## src/rtl/ptr_pkg.sv

```systemverilog
package ptr_pkg;
  typedef enum logic [1:0] {
    OP_INC   = 2'd0,
    OP_DEC   = 2'd1,
    OP_FETCH = 2'd2,
    OP_LOAD  = 2'd3
  } ptr_op_e;

  localparam int BASIC_PHASES = 2;
  localparam int FETCH_PHASES = 3;
endpackage

```

## src/rtl/ptr_phase_seq.sv

```systemverilog
module ptr_phase_seq #(
  parameter int PHASE_CLKS = 8,
  parameter int MAX_PHASES = 3,
  parameter int CNT_W      = $clog2(PHASE_CLKS),
  parameter int PH_W       = $clog2(MAX_PHASES + 1)
) (
  input  logic             clk_i,
  input  logic             rst_ni,
  input  logic             start_i,
  input  logic [PH_W-1:0]  num_phases_i,
  output logic             busy_o,
  output logic [PH_W-1:0]  phase_o,
  output logic             phase_end_o,
  output logic             final_o,
  output logic             done_o
);
  logic             busy_q, done_q;
  logic [CNT_W-1:0] tick_q;
  logic [PH_W-1:0]  phase_q, last_q;

  assign phase_end_o = busy_q && (tick_q == CNT_W'(PHASE_CLKS - 1));
  assign final_o     = phase_end_o && (phase_q == last_q);
  assign busy_o      = busy_q;
  assign phase_o     = phase_q;
  assign done_o      = done_q;

  always_ff @(posedge clk_i or negedge rst_ni) begin
    if (!rst_ni) begin
      busy_q  <= 1'b0;
      done_q  <= 1'b0;
      tick_q  <= '0;
      phase_q <= '0;
      last_q  <= '0;
    end else begin
      done_q <= final_o;
      if (!busy_q) begin
        if (start_i) begin
          busy_q  <= 1'b1;
          tick_q  <= '0;
          phase_q <= '0;
          last_q  <= num_phases_i - 1'b1;
        end
      end else if (phase_end_o) begin
        tick_q <= '0;
        if (final_o) begin
          busy_q  <= 1'b0;
          phase_q <= '0;
        end else begin
          phase_q <= phase_q + 1'b1;
        end
      end else begin
        tick_q <= tick_q + 1'b1;
      end
    end
  end

  AST_PHASE_BOUND: assert property (@(posedge clk_i) disable iff (!rst_ni)
    busy_q |-> (phase_q <= last_q));
  AST_DONE_SINGLE: assert property (@(posedge clk_i) disable iff (!rst_ni)
    done_o |=> !done_o);
  AST_DONE_IDLE: assert property (@(posedge clk_i) disable iff (!rst_ni)
    done_o |-> !busy_o);
endmodule

```

## src/rtl/ptr_step_unit.sv

```systemverilog
module ptr_step_unit #(
  parameter int PTR_W = 16
) (
  input  logic [PTR_W-1:0] val_i,
  input  logic             dec_i,
  output logic [PTR_W-1:0] val_o
);
  // modular +/-1, wraps silently
  assign val_o = dec_i ? (val_i - PTR_W'(1)) : (val_i + PTR_W'(1));
endmodule

```

## src/rtl/ptr_bank.sv

```systemverilog
module ptr_bank #(
  parameter int NUM_REGS = 16,
  parameter int PTR_W    = 16,
  parameter int IDX_W    = $clog2(NUM_REGS)
) (
  input  logic             clk_i,
  input  logic             rst_ni,
  input  logic             we_i,
  input  logic [IDX_W-1:0] waddr_i,
  input  logic [PTR_W-1:0] wdata_i,
  input  logic [IDX_W-1:0] raddr_a_i,
  output logic [PTR_W-1:0] rdata_a_o,
  input  logic [IDX_W-1:0] raddr_b_i,
  output logic [PTR_W-1:0] rdata_b_o
);
  logic [PTR_W-1:0]    regs_q [NUM_REGS];
  logic [NUM_REGS-1:0] wr_vec;

  for (genvar g = 0; g < NUM_REGS; g++) begin : g_reg
    assign wr_vec[g] = we_i && (waddr_i == IDX_W'(g));
    always_ff @(posedge clk_i or negedge rst_ni) begin
      if (!rst_ni)        regs_q[g] <= '0;
      else if (wr_vec[g]) regs_q[g] <= wdata_i;
    end
  end

  assign rdata_a_o = regs_q[raddr_a_i];
  assign rdata_b_o = regs_q[raddr_b_i];

  AST_ONE_WRITE: assert property (@(posedge clk_i) disable iff (!rst_ni)
    $onehot0(wr_vec));
endmodule

```

## src/rtl/ptr_regfile.sv

```systemverilog
module ptr_regfile
  import ptr_pkg::*;
#(
  parameter int NUM_REGS   = 16,
  parameter int PTR_W      = 16,
  parameter int ACC_W      = 8,
  parameter int PHASE_CLKS = 8,
  parameter int IDX_W      = $clog2(NUM_REGS)
) (
  input  logic             clk_i,
  input  logic             rst_ni,
  input  logic             req_i,
  input  logic [1:0]       op_i,
  input  logic [IDX_W-1:0] idx_i,
  input  logic [PTR_W-1:0] load_val_i,
  output logic             busy_o,
  output logic             done_o,
  output logic [PTR_W-1:0] mem_addr_o,
  output logic             mem_rd_o,
  input  logic [ACC_W-1:0] mem_rdata_i,
  output logic [ACC_W-1:0] acc_o,
  input  logic [IDX_W-1:0] dbg_idx_i,
  output logic [PTR_W-1:0] dbg_data_o
);
  localparam int PH_W = $clog2(FETCH_PHASES + 1);

  ptr_op_e          op_q;
  logic [IDX_W-1:0] sel_q;
  logic [PTR_W-1:0] load_q, sel_val, step_val, wr_data;
  logic [ACC_W-1:0] acc_q;
  logic [PH_W-1:0]  num_phases, phase;
  logic             start, phase_end, final_clk, fetch_phase;

  assign start      = req_i && !busy_o;
  assign num_phases = (ptr_op_e'(op_i) == OP_FETCH) ? PH_W'(FETCH_PHASES)
                                                     : PH_W'(BASIC_PHASES);

  ptr_phase_seq #(.PHASE_CLKS(PHASE_CLKS), .MAX_PHASES(FETCH_PHASES)) u_seq (
    .clk_i, .rst_ni,
    .start_i      (start),
    .num_phases_i (num_phases),
    .busy_o       (busy_o),
    .phase_o      (phase),
    .phase_end_o  (phase_end),
    .final_o      (final_clk),
    .done_o       (done_o)
  );

  always_ff @(posedge clk_i or negedge rst_ni) begin
    if (!rst_ni) begin
      op_q   <= OP_INC;
      sel_q  <= '0;
      load_q <= '0;
    end else if (start) begin
      op_q   <= ptr_op_e'(op_i);
      sel_q  <= idx_i;
      load_q <= load_val_i;
    end
  end

  ptr_step_unit #(.PTR_W(PTR_W)) u_step (
    .val_i (sel_val),
    .dec_i (op_q == OP_DEC),
    .val_o (step_val)
  );

  assign wr_data = (op_q == OP_LOAD) ? load_q : step_val;

  ptr_bank #(.NUM_REGS(NUM_REGS), .PTR_W(PTR_W)) u_bank (
    .clk_i, .rst_ni,
    .we_i      (final_clk),
    .waddr_i   (sel_q),
    .wdata_i   (wr_data),
    .raddr_a_i (sel_q),
    .rdata_a_o (sel_val),
    .raddr_b_i (dbg_idx_i),
    .rdata_b_o (dbg_data_o)
  );

  assign fetch_phase = busy_o && (op_q == OP_FETCH) && (phase == '0);
  assign mem_rd_o    = fetch_phase;
  assign mem_addr_o  = fetch_phase ? sel_val : '0;

  always_ff @(posedge clk_i or negedge rst_ni) begin
    if (!rst_ni)                       acc_q <= '0;
    else if (fetch_phase && phase_end) acc_q <= mem_rdata_i;
  end
  assign acc_o = acc_q;

  AST_RD_IN_BUSY: assert property (@(posedge clk_i) disable iff (!rst_ni)
    mem_rd_o |-> busy_o);
  AST_ADDR_HELD: assert property (@(posedge clk_i) disable iff (!rst_ni)
    (mem_rd_o && $past(mem_rd_o)) |-> $stable(mem_addr_o));
  AST_ACC_QUIET: assert property (@(posedge clk_i) disable iff (!rst_ni)
    !mem_rd_o |=> $stable(acc_o));
  AST_SEL_HELD: assert property (@(posedge clk_i) disable iff (!rst_ni)
    (busy_o && $past(busy_o)) |-> $stable(sel_q));
endmodule

```

## config.mk

```make
export PLATFORM = sky130hd
export DESIGN_NAME = ptr_regfile
export DESIGN_NICKNAME = d
export VERILOG_FILES = /design/src/rtl/ptr_pkg.sv /design/src/rtl/ptr_phase_seq.sv /design/src/rtl/ptr_step_unit.sv /design/src/rtl/ptr_bank.sv /design/src/rtl/ptr_regfile.sv
export SDC_FILE = /design/constraint.sdc
export NUM_CORES = 1
export LEC_CHECK = 0
export BUFFER_PORTS_ARGS = -buffer_cell sky130_fd_sc_hd__buf_2
export CORE_ASPECT_RATIO = 2
export CORE_MARGIN = 2
export CORE_UTILIZATION = 35
export DETAILED_ROUTE_END_ITERATION = 6
export GPL_TIMING_DRIVEN = 0
export PLACE_DENSITY_LB_ADDON = 0.25
export SYNTH_ARGS = -nofsm -noshare
export SYNTH_HDL_FRONTEND = slang
export SYNTH_SLANG_ARGS = --single-unit
```

## constraint.sdc

```tcl
create_clock -name clk_i -period 12.2 [get_ports clk_i]
set_clock_uncertainty 0.05 [all_clocks]
set_input_delay 2.44 -clock clk_i [delete_from_list [all_inputs] [get_ports clk_i]]
set_output_delay 2.44 -clock clk_i [all_outputs]
set_load 0.05 [all_outputs]
```

### Word level (Yosys, flattened, before mapping)

Cells that the tools add are included.

* output and inout port bits: 43
* logic and storage cells: 106
* flip-flop bits (word level): 295
* input bits: 37

* add/subtract/negate cells: 5
* reduce and logical (&&, ||, !) cells: 28
* equal/unequal tests: 22
* muxes and demuxes: 21
* order comparisons: 2
* bitwise operators: 3

Operator list (number)
* $bmux W16 S4: 2
* $mux W16: 7
* $eq A4 B4 Y1 const B: 8
* $logic_and A1 B1 Y1: 22
* $add A16 B1 Y16 const B: 1
* $eq A4 B3 Y1 const B: 4
* $sub A16 B1 Y16 const B: 1
* $ge A5 B5 Y1 const B: 2
* $not A4 Y5: 2
* $mux W3: 3
* $eq A4 B2 Y1 const B: 2
* $mux W2: 4
* $eq A2 B2 Y1 const B: 3
* $mux W1: 5
* $eq A4 B1 Y1 const B: 1
* $logic_not A4 Y1: 1
* $reduce_and A2 Y1: 2
* $add A3 B1 Y3 const B: 1
* $eq A3 B3 Y1 const B: 1
* $add A2 B1 Y2 const B: 1
* $eq A2 B1 Y1 const B: 1
* $eq A2 B2 Y1: 1
* $logic_not A2 Y1: 1
* $ne A2 B2 Y1 const B: 1
* 4 further kinds: 4

### Longest topological paths before layout

* depth in word-level cells: 7
* mapped depth: 16

### By module

Synthesis repeated with hierarchy kept, for this count alone.

* cells, all modules: 1095
* area, all modules: 15947.8 um2

By module, submodules not included
* ptr_bank: cells an instance 848, times used 1, area an instance 13304.0 um2
* ptr_regfile: cells an instance 107, times used 1, area an instance 1468.9 um2
* ptr_step_unit: cells an instance 98, times used 1, area an instance 738.2 um2
* ptr_phase_seq: cells an instance 42, times used 1, area an instance 436.7 um2

### Least setup slack after synthesis

Ideal clock, no wire load.

* kind: input to output
* from: in dbg_idx_i[0]
* to: out dbg_data_o[0]
* arrival time: 4.548 ns
* stages on the path: 4
* data required time: 9.710 ns
* slack: 5.162 ns
* cells stage by stage: clkbuf_1 buf_1 mux4_2 mux4_2

* cells in the longest elaborated chain, start to end: 4

Ends and longest elaborated chain
* from (decl): line ptr_regfile.sv:22 `input logic [IDX_W-1:0] dbg_idx_i,`
* $not A4 Y5 (not written as such): line ptr_bank.sv:28 `assign rdata_b_o = regs_q[raddr_b_i];`
* $bmux W16 S4: line ptr_bank.sv:28
* $mux W16 (not written as such) (2 in a row): line ptr_bank.sv:28
* to (decl): line ptr_regfile.sv:23 `output logic [PTR_W-1:0] dbg_data_o`

No other way between the ends. The select of a mux whose other input is x is not followed.

### Final worst setup path

* from: in dbg_idx_i[0]
* to: out dbg_data_o[4]

Same word-level chain as after synthesis.

==> load_flow_metrics.sql <==
INSERT INTO impl_metrics (metric_group, metric, value, unit) VALUES
('outcome', 'outcome', 'finished clean', ''),
('routing', 'dr_vias', '11180', ''),
('run', 'cap_violations', '0', ''),
('yosys', 'ys.flop_type', 'sky130_fd_sc_hd__dfrtp_1', ''),
('final_layout', 'num-fill-cells', '4211', ''),
('die', 'dieWidth', '152.6', 'um'),
('cts', 'ctsRootBufferMaster', 'sky130_fd_sc_hd__clkbuf_16', ''),
('power', 'leakage_power_of_the_design', '7.478', 'nW'),
('timing', 'finalCriticalPeriod', '7924', 'ps'),
('routing', 'drcViolationCount', '0', ''),
('final_layout', 'multi_input_area', '7602', 'sq um'),
('final_layout', 'fin_nets', '1476', ''),
('yosys', 'synth_top_cell_area_share', '0.4777', ''),
('grt', 'global_route_wire_length_before_repair', '74810', 'um'),
('yosys', 'mappedNetlistArea', '15450', 'sq um'),
('worst_setup_path', 'worstPathMaxFanout', '10', ''),
('power', 'share_comb_of_total_power', '0.423', ''),
('die', 'io-pin-count', '80', ''),
('timing', 'fmax', '126.2', 'MHz'),
('cts', 'cts_hold_repair.buffers', '0', ''),
('worst_setup_path', 'crit_required', '9710', 'ps'),
('timing', 'rsz_0062_raised_after_global_routing', 'no', ''),
('worst_setup_path', 'worst_path_max_delay_cell', 'sky130_fd_sc_hd__buf_1', ''),
('routing', 'route.antenna.remaining_nets', '0', ''),
('worst_setup_path', 'timing.critical_path.cells', 'clkbuf_1 > buf_1 > mux4_2 > mux4_2 > buf_2', ''),
('routing', 'wl_per_cell', '24.99', 'um'),
('worst_setup_path', 'cp.buffers_inverters', '3', ''),
('power', 'power_switching_share', '0.4087', ''),
('routing', 'detailedRoute.firstPassIterationCount', '5', ''),
('grt', 'grt_overflow_total', '0', ''),
('grt', 'initial_antenna_violation_count', '0', ''),
('placement', 'gpl.final_weighted_congestion', '0.9031', ''),
('cts', 'cts_buffers', '27', ''),
('routing', 'via_per_inst', '5.622', ''),
('yosys', 'postSynthAreaPerCell', '11.75', 'sq um'),
('placement', 'detailed_place.area', '16580', 'sq um'),
('timing', 'finalCritPeriodShare', '0.6495', ''),
('yosys', 'yosysSeqAreaShare', '0.4777', ''),
('cts', 'clk_latency', '560', 'ps'),
('yosys', 'synthesis.instances', '1315', ''),
('worst_setup_path', 'crit_path_frequent_cell', 'sky130_fd_sc_hd__mux4_2', ''),
('cts', 'h-tree-depth', '1', ''),
('yosys', 'ys_async_sr_fraction', '1.000', ''),
('yosys', 'number_of_register_bits_inferred_by_synthesis', '295', ''),
('cts', 'cts_tree', 'built', ''),
('timing', 'final-hold-violation-count', '0', ''),
('power', 'cellPowerDensity', '232.1', 'nW/um^2'),
('worst_setup_path', 'worst_path_arrival_time', '5430', 'ps'),
('final_layout', 'drive_gt1_frac', '0.2316', ''),
('cts', 'clockBufferDepth', '3', ''),
('yosys', 'yosysTopAreaCell', 'sky130_fd_sc_hd__dfrtp_1', ''),
('cts', 'tritoncts_sinks', '295', ''),
('cts', 'clk_pin_slew', '60', 'ps'),
('yosys', 'synthesis.nets', '1370', ''),
('worst_setup_path', 'startpoint_types', 'primary input', ''),
('timing', 'timing.slew.headroom', '0.05205', ''),
('placement', 'port-buffer-count', '75', ''),
('timing', 'timing.final.setup_violations', '0', ''),
('yosys', 'synthTopCellsByArea', 'sky130_fd_sc_hd__dfrtp_1, sky130_fd_sc_hd__mux4_2, sky130_fd_sc_hd__nand2_1', ''),
('placement', 'detailed_place_hpwl', '40240', 'um'),
('power', 'worst_ir_drop_vdd', '0.00009494', 'V'),
('final_layout', 'register_area', '7382', 'sq um'),
('routing', 'first_iter_violations', '755', ''),
('grt', 'grt_max_degree', '125', ''),
('cts', 'cts.repair_timing.setup_buffer_count', '0', ''),
('die', 'starting_density_of_the_core', '0.3552', ''),
('power', 'p_clk_frac', '0.219', ''),
('timing', 'fin_setup_tns', '0', 'ps'),
('yosys', 'synth_edf_count', '0', ''),
('grt', 'globalRouteTotalUtil', '0.2180', ''),
('cts', 'gates_resized_cts_repair', '0', '');
## flip-flops by register name (all words and copies together) (netlist names)
register,count
op_q,2
u_seq.phase_o,2
u_seq.last_q,2
sel_q,4
u_seq.tick_q,3
u_bank.regs_q,256
u_seq.done_o,1
u_seq.busy_o,1
acc_o,8
load_q,16
## placed cells by master, fill, tap and decap left out, drive strengths merged, types with 6 or more instances in the layout
master  count
dfrtp     295
nand2     262
o21ai     248
mux4      159
clkbuf    113
buf       107
mux2       45
nor2       36
a21oi      23
ha         17
and2       16
inv        13
nand3       9
and3        8
xnor2       8
nor2b       8
mux2i       7
a21o        6
or3         6
## cells in the mapped netlist (2+ instances only)
| cell type | count |
|---|---|
| sky130_fd_sc_hd__mux2_2 | 45 |
| sky130_fd_sc_hd__buf_2 | 4 |
| sky130_fd_sc_hd__and2_1 | 15 |
| sky130_fd_sc_hd__mux4_2 | 159 |
| sky130_fd_sc_hd__clkbuf_1 | 76 |
| sky130_fd_sc_hd__o21ai_0 | 187 |
| sky130_fd_sc_hd__and3_1 | 8 |
| sky130_fd_sc_hd__xor2_1 | 2 |
| sky130_fd_sc_hd__o31ai_1 | 3 |
| sky130_fd_sc_hd__o21bai_1 | 2 |
| sky130_fd_sc_hd__or3_1 | 6 |
| sky130_fd_sc_hd__inv_1 | 12 |
| sky130_fd_sc_hd__o21ai_1 | 61 |
| sky130_fd_sc_hd__mux2i_1 | 6 |
| sky130_fd_sc_hd__nand3_1 | 9 |
| sky130_fd_sc_hd__buf_1 | 23 |
| sky130_fd_sc_hd__nor3_1 | 4 |
| sky130_fd_sc_hd__a21oi_1 | 23 |
| sky130_fd_sc_hd__nand2b_1 | 4 |
| sky130_fd_sc_hd__a21o_1 | 6 |
| sky130_fd_sc_hd__nor2_1 | 36 |
| sky130_fd_sc_hd__nor2b_1 | 8 |
| sky130_fd_sc_hd__xnor2_1 | 8 |
| sky130_fd_sc_hd__dfrtp_1 | 295 |
| sky130_fd_sc_hd__nand2_1 | 262 |
| sky130_fd_sc_hd__ha_1 | 17 |
| sky130_fd_sc_hd__o211ai_1 | 2 |
| sky130_fd_sc_hd__nand4_1 | 4 |
| sky130_fd_sc_hd__a31oi_1 | 4 |
| sky130_fd_sc_hd__buf_6 | 2 |
## path summary, 6_finish.rpt
kind	cells after the start	startpoint	to	slack [ps]
min reg2reg	2	u_seq.tick_q[1]$_DFFE_PN0P_	u_seq.tick_q[1]$_DFFE_PN0P_	440
min	2	u_seq.tick_q[1]$_DFFE_PN0P_	u_seq.tick_q[1]$_DFFE_PN0P_	440
max	5	dbg_idx_i[0]	dbg_data_o[4]	4280
max in group asynchronous	3	rst_ni	u_bank.regs_q[125]$_DFFE_PN0P_	8810
max reg2reg	14	sel_q[0]$_DFFE_PN0P_	u_bank.regs_q[78]$_DFFE_PN0P_	5410
min in group asynchronous	1	rst_ni	u_bank.regs_q[15]$_DFFE_PN0P_	1750
## power groups by stage
stage                     registers (mW)  clock network, mW  logic (mW)
final                               1.45              0.890        1.72
after global routing                1.48              0.944        1.86
after CTS                           1.45              0.907        1.72
after detailed placement            1.46                  0        1.71
after global placement              1.44                  0        1.67
after floorplan                     1.44                  0        1.18
## cells by family after synthesis
family	Yosys count	share of synthesized area
AO/OA/AOI/OAI	299	0.1023
adder cells (fa/ha/maj)	18	0.01506
AND/OR/NAND/NOR	363	0.09901
XOR/XNOR	10	0.005667
buffers and inverters	119	0.03044
multiplexers	211	0.2698
flip-flops	295	0.4777
## cell type report
type | instances | share of cell area
clock inverter | 9 | 0.007375
buffer | 106 | 0.02413
sequential | 295 | 0.4224
inverter | 13 | 0.002792
multi-input combinational | 901 | 0.4350
clock buffer | 37 | 0.04367
timing repair buffer | 77 | 0.02520
tap | 550 | 0.03938
## routing by layer
metal / track usage / routed length [um]
met5: 0 / 0
met4: 0.1396 / 3707
met3: 0.02127 / 1692
met2: 0.4344 / 28300
met1: 0.2088 / 15970
## stage by stage
| step | setup WS (ps) | utilization | cells | hold WS (ps) |
|---|---|---|---|---|
| after floorplan | 5162 | - | 1315 | 403.8 |
| after global placement | 3207 | 0.3796 | 1940 | 418.3 |
| after detailed placement | 4220 | 0.3811 | 1942 | 430.6 |
| after CTS | 4214 | 0.4016 | 1988 | 445.4 |
| after global routing | 4137 | 0.4016 | 1988 | 466.1 |
| final | 4276 | 0.4016 | 1988 | 440.6 |
## worst reg2reg max path: cells and delay by family (launching register included)
family	cells	cell delay, ps
buf+inv	3	2230
flops	1	520
mux	2	1150
fa+ha+maj	1	350
compound gates	6	1850
simple gates	2	470
Power figures use the tool's default switching activity.
